File: src/rtl/tmr_pkg.sv
package tmr_pkg;
  typedef enum logic [1:0] {
    A_CNT  = 2'd0,
    A_CCR  = 2'd1,
    A_STAT = 2'd2,
    A_VEC  = 2'd3
  } tmr_addr_e;
endpackage

File: src/rtl/tmr_cnt.sv
module tmr_cnt #(
  parameter int CW = 16
) (
  input  logic          clk_i,
  input  logic          rst_ni,
  input  logic          run_i,
  input  logic          rise_i,
  input  logic          load_i,
  input  logic [CW-1:0] ld_val_i,
  output logic [CW-1:0] cnt_o
);
  logic [CW-1:0] cnt_q;

  // load wins: a loaded value is never bumped on the same phase
  always_ff @(posedge clk_i or negedge rst_ni) begin
    if (!rst_ni)               cnt_q <= '0;
    else if (load_i)           cnt_q <= ld_val_i;
    else if (rise_i && run_i)  cnt_q <= cnt_q + 1'b1;
  end

  assign cnt_o = cnt_q;


  cnt_hold_chk: assert property (@(posedge clk_i) disable iff (!rst_ni)
    (!load_i && !(rise_i && run_i)) |=> cnt_q == $past(cnt_q));

  cnt_load_chk: assert property (@(posedge clk_i) disable iff (!rst_ni)
    load_i |=> cnt_q == $past(ld_val_i));
endmodule

File: src/rtl/tmr_cap.sv
module tmr_cap #(
  parameter int CW = 16,
  parameter int SYNC_STAGES = 2
) (
  input  logic          clk_i,
  input  logic          rst_ni,
  input  logic          cap_i,
  input  logic          rise_i,
  input  logic          fall_i,
  input  logic          cmp_mode_i,
  input  logic [CW-1:0] cnt_i,
  input  logic          busy_i,
  input  logic          cpu_wr_i,
  input  logic [CW-1:0] wdata_i,
  output logic [CW-1:0] ccr_o,
  output logic          set_o,
  output logic          set_cap_o
);
  localparam int SL = SYNC_STAGES + 1;

  logic [SL-1:0] sync_q;
  logic          edge_w, pend_q, latch_q;
  logic          take_w, hit_w, req_w, apply_w, src_cap_w;
  logic          held_q, held_cap_q;
  logic [CW-1:0] held_val_q, src_val_w, ccr_q;

  always_ff @(posedge clk_i or negedge rst_ni) begin
    if (!rst_ni) sync_q <= '0;
    else         sync_q <= {sync_q[SL-2:0], cap_i};
  end

  assign edge_w = sync_q[SL-2] & ~sync_q[SL-1];

  // pending edge -> armed on falling phase -> taken on rising phase
  always_ff @(posedge clk_i or negedge rst_ni) begin
    if (!rst_ni)         pend_q <= 1'b0;
    else if (cmp_mode_i) pend_q <= 1'b0;
    else if (fall_i)     pend_q <= 1'b0;
    else if (edge_w)     pend_q <= 1'b1;
  end

  assign take_w = rise_i & latch_q & ~cmp_mode_i;

  always_ff @(posedge clk_i or negedge rst_ni) begin
    if (!rst_ni)                        latch_q <= 1'b0;
    else if (cmp_mode_i || take_w)      latch_q <= 1'b0;
    else if (fall_i && (pend_q || edge_w)) latch_q <= 1'b1;
  end

  assign hit_w     = cmp_mode_i & rise_i & (cnt_i == ccr_q);
  assign req_w     = take_w | hit_w;
  assign apply_w   = ~busy_i & (req_w | held_q);
  assign src_cap_w = req_w ? take_w : held_cap_q;
  assign src_val_w = req_w ? cnt_i  : held_val_q;

  // collision hold: request parked while CPU touches the channel register
  always_ff @(posedge clk_i or negedge rst_ni) begin
    if (!rst_ni) begin
      held_q     <= 1'b0;
      held_cap_q <= 1'b0;
      held_val_q <= '0;
    end else if (busy_i && req_w) begin
      held_q     <= 1'b1;
      held_cap_q <= take_w;
      held_val_q <= cnt_i;
    end else if (apply_w) begin
      held_q     <= 1'b0;
    end
  end

  always_ff @(posedge clk_i or negedge rst_ni) begin
    if (!rst_ni)                   ccr_q <= '0;
    else if (cpu_wr_i)             ccr_q <= wdata_i;
    else if (apply_w && src_cap_w) ccr_q <= src_val_w;
  end

  assign ccr_o     = ccr_q;
  assign set_o     = apply_w;
  assign set_cap_o = apply_w & src_cap_w;


  latch_cmp_clr_chk: assert property (@(posedge clk_i) disable iff (!rst_ni)
    cmp_mode_i |=> !latch_q);

  cap_data_chk: assert property (@(posedge clk_i) disable iff (!rst_ni)
    (take_w && !busy_i) |=> ccr_q == $past(cnt_i));

  held_apply_chk: assert property (@(posedge clk_i) disable iff (!rst_ni)
    (held_q && !busy_i && !req_w) |=> !held_q);

  park_chk: assert property (@(posedge clk_i) disable iff (!rst_ni)
    (busy_i && req_w) |=> held_q);
endmodule

File: src/rtl/tmr_flag.sv
module tmr_flag (
  input  logic       clk_i,
  input  logic       rst_ni,
  input  logic       set_i,
  input  logic       set_cap_i,
  input  logic       vec_rd_i,
  input  logic       sw_wr_i,
  input  logic [1:0] sw_val_i,
  output logic       flag_o,
  output logic       ovf_o
);
  logic flag_q, ovf_q;

  // hardware set has priority over any clear
  always_ff @(posedge clk_i or negedge rst_ni) begin
    if (!rst_ni)       flag_q <= 1'b0;
    else if (set_i)    flag_q <= 1'b1;
    else if (vec_rd_i) flag_q <= 1'b0;
    else if (sw_wr_i)  flag_q <= sw_val_i[0];
  end

  always_ff @(posedge clk_i or negedge rst_ni) begin
    if (!rst_ni)                   ovf_q <= 1'b0;
    else if (set_cap_i && flag_q)  ovf_q <= 1'b1;
    else if (sw_wr_i)              ovf_q <= sw_val_i[1];
  end

  assign flag_o = flag_q;
  assign ovf_o  = ovf_q;


  hw_set_chk: assert property (@(posedge clk_i) disable iff (!rst_ni)
    set_i |=> flag_q);

  ovf_set_chk: assert property (@(posedge clk_i) disable iff (!rst_ni)
    (set_cap_i && flag_q) |=> ovf_q);

  vec_clr_chk: assert property (@(posedge clk_i) disable iff (!rst_ni)
    (vec_rd_i && !set_i) |=> !flag_q);
endmodule

File: src/rtl/tmr_cap_chan.sv
module tmr_cap_chan #(
  parameter int CW = 16,
  parameter int SYNC_STAGES = 2
) (
  input  logic          clk_i,
  input  logic          rst_ni,
  input  logic          run_i,
  input  logic          tclk_rise_i,
  input  logic          tclk_fall_i,
  input  logic          cap_i,
  input  logic          cmp_mode_i,
  input  logic          reg_wr_i,
  input  logic          reg_rd_i,
  input  logic [1:0]    reg_addr_i,
  input  logic [CW-1:0] reg_wdata_i,
  output logic [CW-1:0] reg_rdata_o,
  output logic          flag_o,
  output logic          ovf_o
);
  import tmr_pkg::*;

  localparam logic [CW-1:0] VEC_CODE = CW'(2);

  tmr_addr_e     addr_w;
  logic [CW-1:0] cnt_w, ccr_w;
  logic          set_w, set_cap_w, flag_w, ovf_w;
  logic          ld_w, ccr_wr_w, busy_w, stat_wr_w, vec_rd_w;

  assign addr_w    = tmr_addr_e'(reg_addr_i);
  assign ld_w      = reg_wr_i && (addr_w == A_CNT);
  assign ccr_wr_w  = reg_wr_i && (addr_w == A_CCR);
  assign busy_w    = (reg_wr_i || reg_rd_i) && (addr_w == A_CCR);
  assign stat_wr_w = reg_wr_i && (addr_w == A_STAT);
  assign vec_rd_w  = reg_rd_i && (addr_w == A_VEC);

  tmr_cnt #(.CW(CW)) u_cnt (
    .clk_i    (clk_i),
    .rst_ni   (rst_ni),
    .run_i    (run_i),
    .rise_i   (tclk_rise_i),
    .load_i   (ld_w),
    .ld_val_i (reg_wdata_i),
    .cnt_o    (cnt_w)
  );

  tmr_cap #(.CW(CW), .SYNC_STAGES(SYNC_STAGES)) u_cap (
    .clk_i      (clk_i),
    .rst_ni     (rst_ni),
    .cap_i      (cap_i),
    .rise_i     (tclk_rise_i),
    .fall_i     (tclk_fall_i),
    .cmp_mode_i (cmp_mode_i),
    .cnt_i      (cnt_w),
    .busy_i     (busy_w),
    .cpu_wr_i   (ccr_wr_w),
    .wdata_i    (reg_wdata_i),
    .ccr_o      (ccr_w),
    .set_o      (set_w),
    .set_cap_o  (set_cap_w)
  );

  tmr_flag u_flag (
    .clk_i     (clk_i),
    .rst_ni    (rst_ni),
    .set_i     (set_w),
    .set_cap_i (set_cap_w),
    .vec_rd_i  (vec_rd_w),
    .sw_wr_i   (stat_wr_w),
    .sw_val_i  (reg_wdata_i[1:0]),
    .flag_o    (flag_w),
    .ovf_o     (ovf_w)
  );

  always_comb begin
    reg_rdata_o = '0;
    if (reg_rd_i) begin
      unique case (addr_w)
        A_CNT:  reg_rdata_o = cnt_w;
        A_CCR:  reg_rdata_o = ccr_w;
        A_STAT: reg_rdata_o = {{(CW-2){1'b0}}, ovf_w, flag_w};
        A_VEC:  reg_rdata_o = flag_w ? VEC_CODE : '0;
      endcase
    end
  end

  assign flag_o = flag_w;
  assign ovf_o  = ovf_w;


  rd_idle_chk: assert property (@(posedge clk_i) disable iff (!rst_ni)
    !reg_rd_i |-> reg_rdata_o == '0);
endmodule

File: config.mk
export PLATFORM = sky130hd
export DESIGN_NAME = tmr_cap_chan
export DESIGN_NICKNAME = d
export VERILOG_FILES = /design/src/rtl/tmr_pkg.sv /design/src/rtl/tmr_cnt.sv /design/src/rtl/tmr_cap.sv /design/src/rtl/tmr_flag.sv /design/src/rtl/tmr_cap_chan.sv
export SDC_FILE = /design/constraint.sdc
export NUM_CORES = 1
export LEC_CHECK = 0
export BUFFER_PORTS_ARGS = -buffer_cell sky130_fd_sc_hd__buf_2
export CORE_AREA = 2 2 95 97
export CTS_BUF_LIST = sky130_fd_sc_hd__clkbuf_8 sky130_fd_sc_hd__clkbuf_16
export CTS_CLUSTER_SIZE = 30
export DETAILED_ROUTE_END_ITERATION = 6
export DIE_AREA = 0 0 97 99
export GPL_TIMING_DRIVEN = 0
export RECOVER_POWER = 50
export SYNTH_ARGS = -nofsm -noshare
export SYNTH_HDL_FRONTEND = slang
export SYNTH_SLANG_ARGS = --single-unit
File: constraint.sdc
create_clock -name clk_i -period 2.9 [get_ports clk_i]
set_input_delay 0.58 -clock clk_i [delete_from_list [all_inputs] [get_ports clk_i]]
set_output_delay 0.58 -clock clk_i [all_outputs]
set_load 0.02 [all_outputs]
## After elaboration in Yosys (flattened, before gate mapping)

Cells that the tools add are included.

| word-level totals | value |
|---|---|
| flip-flop bits (word level) | 57 |
| input port bits | 27 |
| output and inout bits | 18 |

| cells by class | value |
|---|---|
| add/subtract/negate cells | 1 |
| equality and inequality tests | 4 |
| multiplexer cells | 21 |
| bitwise operators | 12 |
| reductions and logical operators | 21 |

Operators by type and width:

| kind | count |
|---|---|
| $mux W16 | 6 |
| $pmux W16 S4 | 1 |
| $add A16 B1 Y16 const B | 1 |
| $eq A16 B16 Y1 | 1 |
| $mux W1 | 13 |
| $logic_and A1 B1 Y1 | 10 |
| $reduce_bool A2 Y1 | 5 |
| $and A1 B1 Y1 | 7 |
| $reduce_bool A3 Y1 | 2 |
| $eq A2 B2 Y1 const B | 2 |
| $logic_or A1 B1 Y1 | 3 |
| $not A1 Y1 | 3 |
| $eq A2 B1 Y1 const B | 1 |
| $logic_not A2 Y1 | 1 |
| $mux W2 | 1 |
| $or A1 B1 Y1 | 2 |

## Depth between registers and ports, before layout

| logic depth | value |
|---|---|
| depth after elaboration | 8 |
| mapped depth | 8 |
| gate-level depth less buffers | 7 |

## Modules after synthesis

Synthesis repeated with hierarchy kept, for this count alone.

| second synthesis, totals | value |
|---|---|
| cells, all modules | 312 |
| area, all modules | 3362.0 um^2 |

Modules (own cells, without submodules):

| module | times used | cells each | area an instance (um^2) | sequential area each (um^2) |
|---|---|---|---|---|
| tmr_cap | 1 | 160 | 1980.6 | 975.9 |
| tmr_cnt | 1 | 101 | 969.7 | 400.4 |
| tmr_cap_chan | 1 | 45 | 327.8 | 0.0 |
| tmr_flag | 1 | 6 | 83.8 | 50.0 |

## Least setup slack after synthesis

Ideal clock, no wire load.

| path | value |
|---|---|
| kind | input port to output port |
| start point | input port reg_addr_i[0] |
| end point | output port reg_rdata_o[10] |
| data arrival time | 1690 ps |
| setup slack | 630 ps |
| stages on the path | 4 |
| path buffers | 2 |
| path through | buf_2 -> buf_1 -> mux2i_1 -> nor2_1 |

| between the ends | value |
|---|---|
| cells in the longest elaborated chain, start to end | 3 |
| elaborated cells on any way between the ends | 6 |
| those cells by class | 3 x eq/ne; 2 x mux; 1 x reduce/logical |

Ends and longest elaborated chain:

| item | line | RTL |
|---|---|---|
| start: declaration | tmr_cap_chan.sv:14 | `input logic [1:0] reg_addr_i,` |
| $eq A2 B2 Y1, or another cell as far along | tmr_cap_chan.sv:77 | `unique case (addr_w)` |
| $pmux W16 S4 * | tmr_cap_chan.sv:77 |  |
| $mux W16 * | tmr_cap_chan.sv:76 | `if (reg_rd_i) begin` |
| end: declaration | tmr_cap_chan.sv:16 | `output logic [CW-1:0] reg_rdata_o,` |

Mark *: on every way between the ends. The rest lies on a longest branch, timed or not.

## Worst setup path in the final report

| path | value |
|---|---|
| start point | input port reg_addr_i[0] |
| end point | output port reg_rdata_o[14] |

Same word-level chain as after synthesis.

==> results.cfg <==
[power_and_ir_drop]
p_leak_nw = 1.80
peakVddDrop_mv = 0.259
pwr_density_cell_nw_per_um2 = 669

[clock_network]
htreeDepth = 3
clock-sinks = 57
cts_tree = yes
cts_setup_buffers = 0
cts.clk_slew.worst_paths_ns = 0.06
cts_made_buffers = 9
holdBufCountCts = 0
root_buffer = clkbuf_8
clock_path_buffers = 2
cts_resized = 0
insertion_delay_ns = 0.34

[synthesis]
synth_area_leaders = dfrtp_1 (43%), xor2_1 (5.3%), mux2i_1 (5.1%), mux2_4 (4.1%), a221oi_1 (3.4%)
synthFlopType = dfrtp_1
synth_seq_area_share_pct = 42.8
synth-edff-count = 0
synth_top_area_share_pct = 42.8
synth_area_sq_um = 3330
ys_ff_latch = 57
syn-num-nets = 363
yosys.area.top_type = dfrtp_1
syn-instance-count = 335
syn_avg_cell_area_sq_um = 9.94
ys_warn_count = 0
postSynth.asyncResetShare_pct = 100
synth.distinct_cells = 42

[setup_path]
reg2reg_from = u_cnt.cnt_o[5]
end_kind = primary output
required_ns = 2.32
r2r-end = u_cap.ccr_o[14]
path_max_fanout = 10
cp.arrival_ns = 2.03
critPathLaunch = reg_addr_i[0]
r2r_cells = 8
worstSetupPathType = in2out
critPathLaunchType = primary input
regToRegSetupSlack_ns = 0.47
crit_end = reg_rdata_o[14]

[place]
portBuffers = 42
dpl.hpwl_microns = 5960
gp_congestion = 0.794
place_ws_ns = 0.156

[timing]
fin_ws_ns = 0.288
fmaxAchievable_ghz = 0.383
period_share_pct = 90.1
layout_min_cycle_time_ns = 2.61
rsz0062_at_grt = no
clock-skew-final_ns = 0.00642
setup_viol = 0
hold_viol = 0
worst_slew_pin_slew_ns = 1.43
final.setup.tns_ns = 0
maxSlewViolCount = 0
max_slew_margin_pct = 4.72

[grt]
grt_max_degree = 58
grt_pass1_vias = 2699
grt-ovfl-total = 0
grt_usage_pct = 18.9
grt_pass1_wl_microns = 14100
antenna_found_initial = 0

[floorplanning]
rows = 34
ios = 45
core_sq_um = 8550
die_w_microns = 97
start_util_pct = 38.9
die_h_microns = 99
dieArea_sq_um = 9600

[drt]
num_vias = 2696
wl_met3_microns = 338
top_layer = met4
viasPerCell = 5.38
wl_met1_microns = 3960
dr_wl_met2_microns = 4130
ant_nets = 0
drc = 0
drt_iter0_markers = 159
drtPass1Iterations = 4
finalWirelength_microns = 8570
detail_route.wl_per_cell_microns = 17.1

[run_status]
outcome = finished, final reports clean

[layout]
nets = 416
drive_gt1_share_pct = 23.9
fillers = 849
diodes = 0
areaGrowthSynthToFinish_pct = 17.2

[flow_run]
maxCapViolCount = 0

[min_path]
hold_path_class = in2reg
synthesized netlist by cell type, types with 7 or more instances:
library cell and instances:
a21oi_1 18, a221oi_1 13, buf_6 7, clkbuf_1 12, dfrtp_1 57, inv_1 24
mux2_2 7, mux2_4 9, mux2i_1 17, nand2_1 26, nand3_1 11, nor2_1 21
nor3_1 7, o21ai_0 22, o22ai_1 16, xnor2_1 10, xor2_1 20
sequential cells by signal, summed over array words and instances (netlist names):
name / flops
u_cap.pend_q: 1
u_cnt.cnt_o: 16
u_cap.latch_q: 1
u_cap.held_cap_q: 1
u_cap.held_val_q: 16
u_flag.flag_o: 1
u_flag.ovf_o: 1
u_cap.sync_q: 3
u_cap.ccr_o: 16
u_cap.held_q: 1
cell type report:
type | count | area [sq um] | share of cell area [%]
Buffer | 23 | 143 | 3.66
Clock buffer | 11 | 151 | 3.88
Clock inverter | 5 | 77.6 | 1.99
Inverter | 24 | 90.1 | 2.31
Multi-Input combinational cell | 231 | 1670 | 42.8
Sequential cell | 57 | 1430 | 36.6
Tap cell | 108 | 135 | 3.46
Timing Repair Buffer | 42 | 208 | 5.32
power breakdown:
group	leakage (nW)	internal [mW]	switching (mW)
registers	0.705	0.932	0.131
logic	0.982	0.306	0.380
clock network	0.115	0.527	0.334
cells by family (layout without fill, tap and decap cells):
kind of cell             after synthesis  in the layout  synth area share [%]
AND/OR/NAND/NOR                       88             88                  13.9
AO/OA/AOI/OAI                         77             77                  15.3
adder cells (fa/ha/maj)                1              1                 0.376
multiplexers                          34             34                  12.2
XOR/XNOR                              31             31                  8.38
buffers and inverters                 47            105                  6.99
flip-flops                            57             57                  42.8
stage by stage:
| step | power (mW) | hold WS [ns] | cells | cell area, sq um | utilization, % |
|---|---|---|---|---|---|
| after global placement | 1.75 | 0.333 | 485 | 3670 | 43.0 |
| after detailed placement | 1.76 | 0.337 | 485 | 3670 | 43.0 |
| after global routing | 2.76 | 0.332 | 501 | 3900 | 45.6 |
| final | 2.61 | 0.341 | 501 | 3900 | 45.6 |
| after CTS | 2.63 | 0.331 | 501 | 3900 | 45.7 |
| after floorplan | 1.55 | 0.284 | 335 | 3330 | - |
worst max-delay path, stage by stage:
cell     delay (ns)
buf_2          0.24
buf_1          0.65
mux2i_1        0.33
nor2_1         0.06
buf_2          0.17
cells in the final DEF (no fill, tap or decap), types with 13 or more instances in the layout:
cell type / synthesis / final
nor2_1: 21 / 21
dfrtp_1: 57 / 57
xor2_1: 20 / 20
o22ai_1: 16 / 16
a221oi_1: 13 / 13
clkbuf_1: 12 / 14
a21oi_1: 18 / 18
inv_1: 24 / 24
mux2i_1: 17 / 17
buf_2: 3 / 42
nand2_1: 26 / 26
o21ai_0: 22 / 22
routing by layer:
layer / global-route usage [%] / up-vias
met5: 0 / -
li1: - / 1293
met1: 25.7 / 1340
met3: 3.19 / 10
met2: 30.2 / 53
met4: 8.02 / 0
how the worst min path moves through the flow:
stage,start,end,cells past startpoint
3_3_place_gp,u_cap.sync_q[0],u_cap.sync_q[1],0
2_1_floorplan,rst_ni,u_cap.ccr_o[0],0
4_1_cts,cap_i,u_cap.sync_q[0],1
6_report,cap_i,u_cap.sync_q[0],1
3_5_place_dp,u_cap.sync_q[0],u_cap.sync_q[1],0
5_1_grt,cap_i,u_cap.sync_q[0],1
Power figures use the tool's default switching activity.
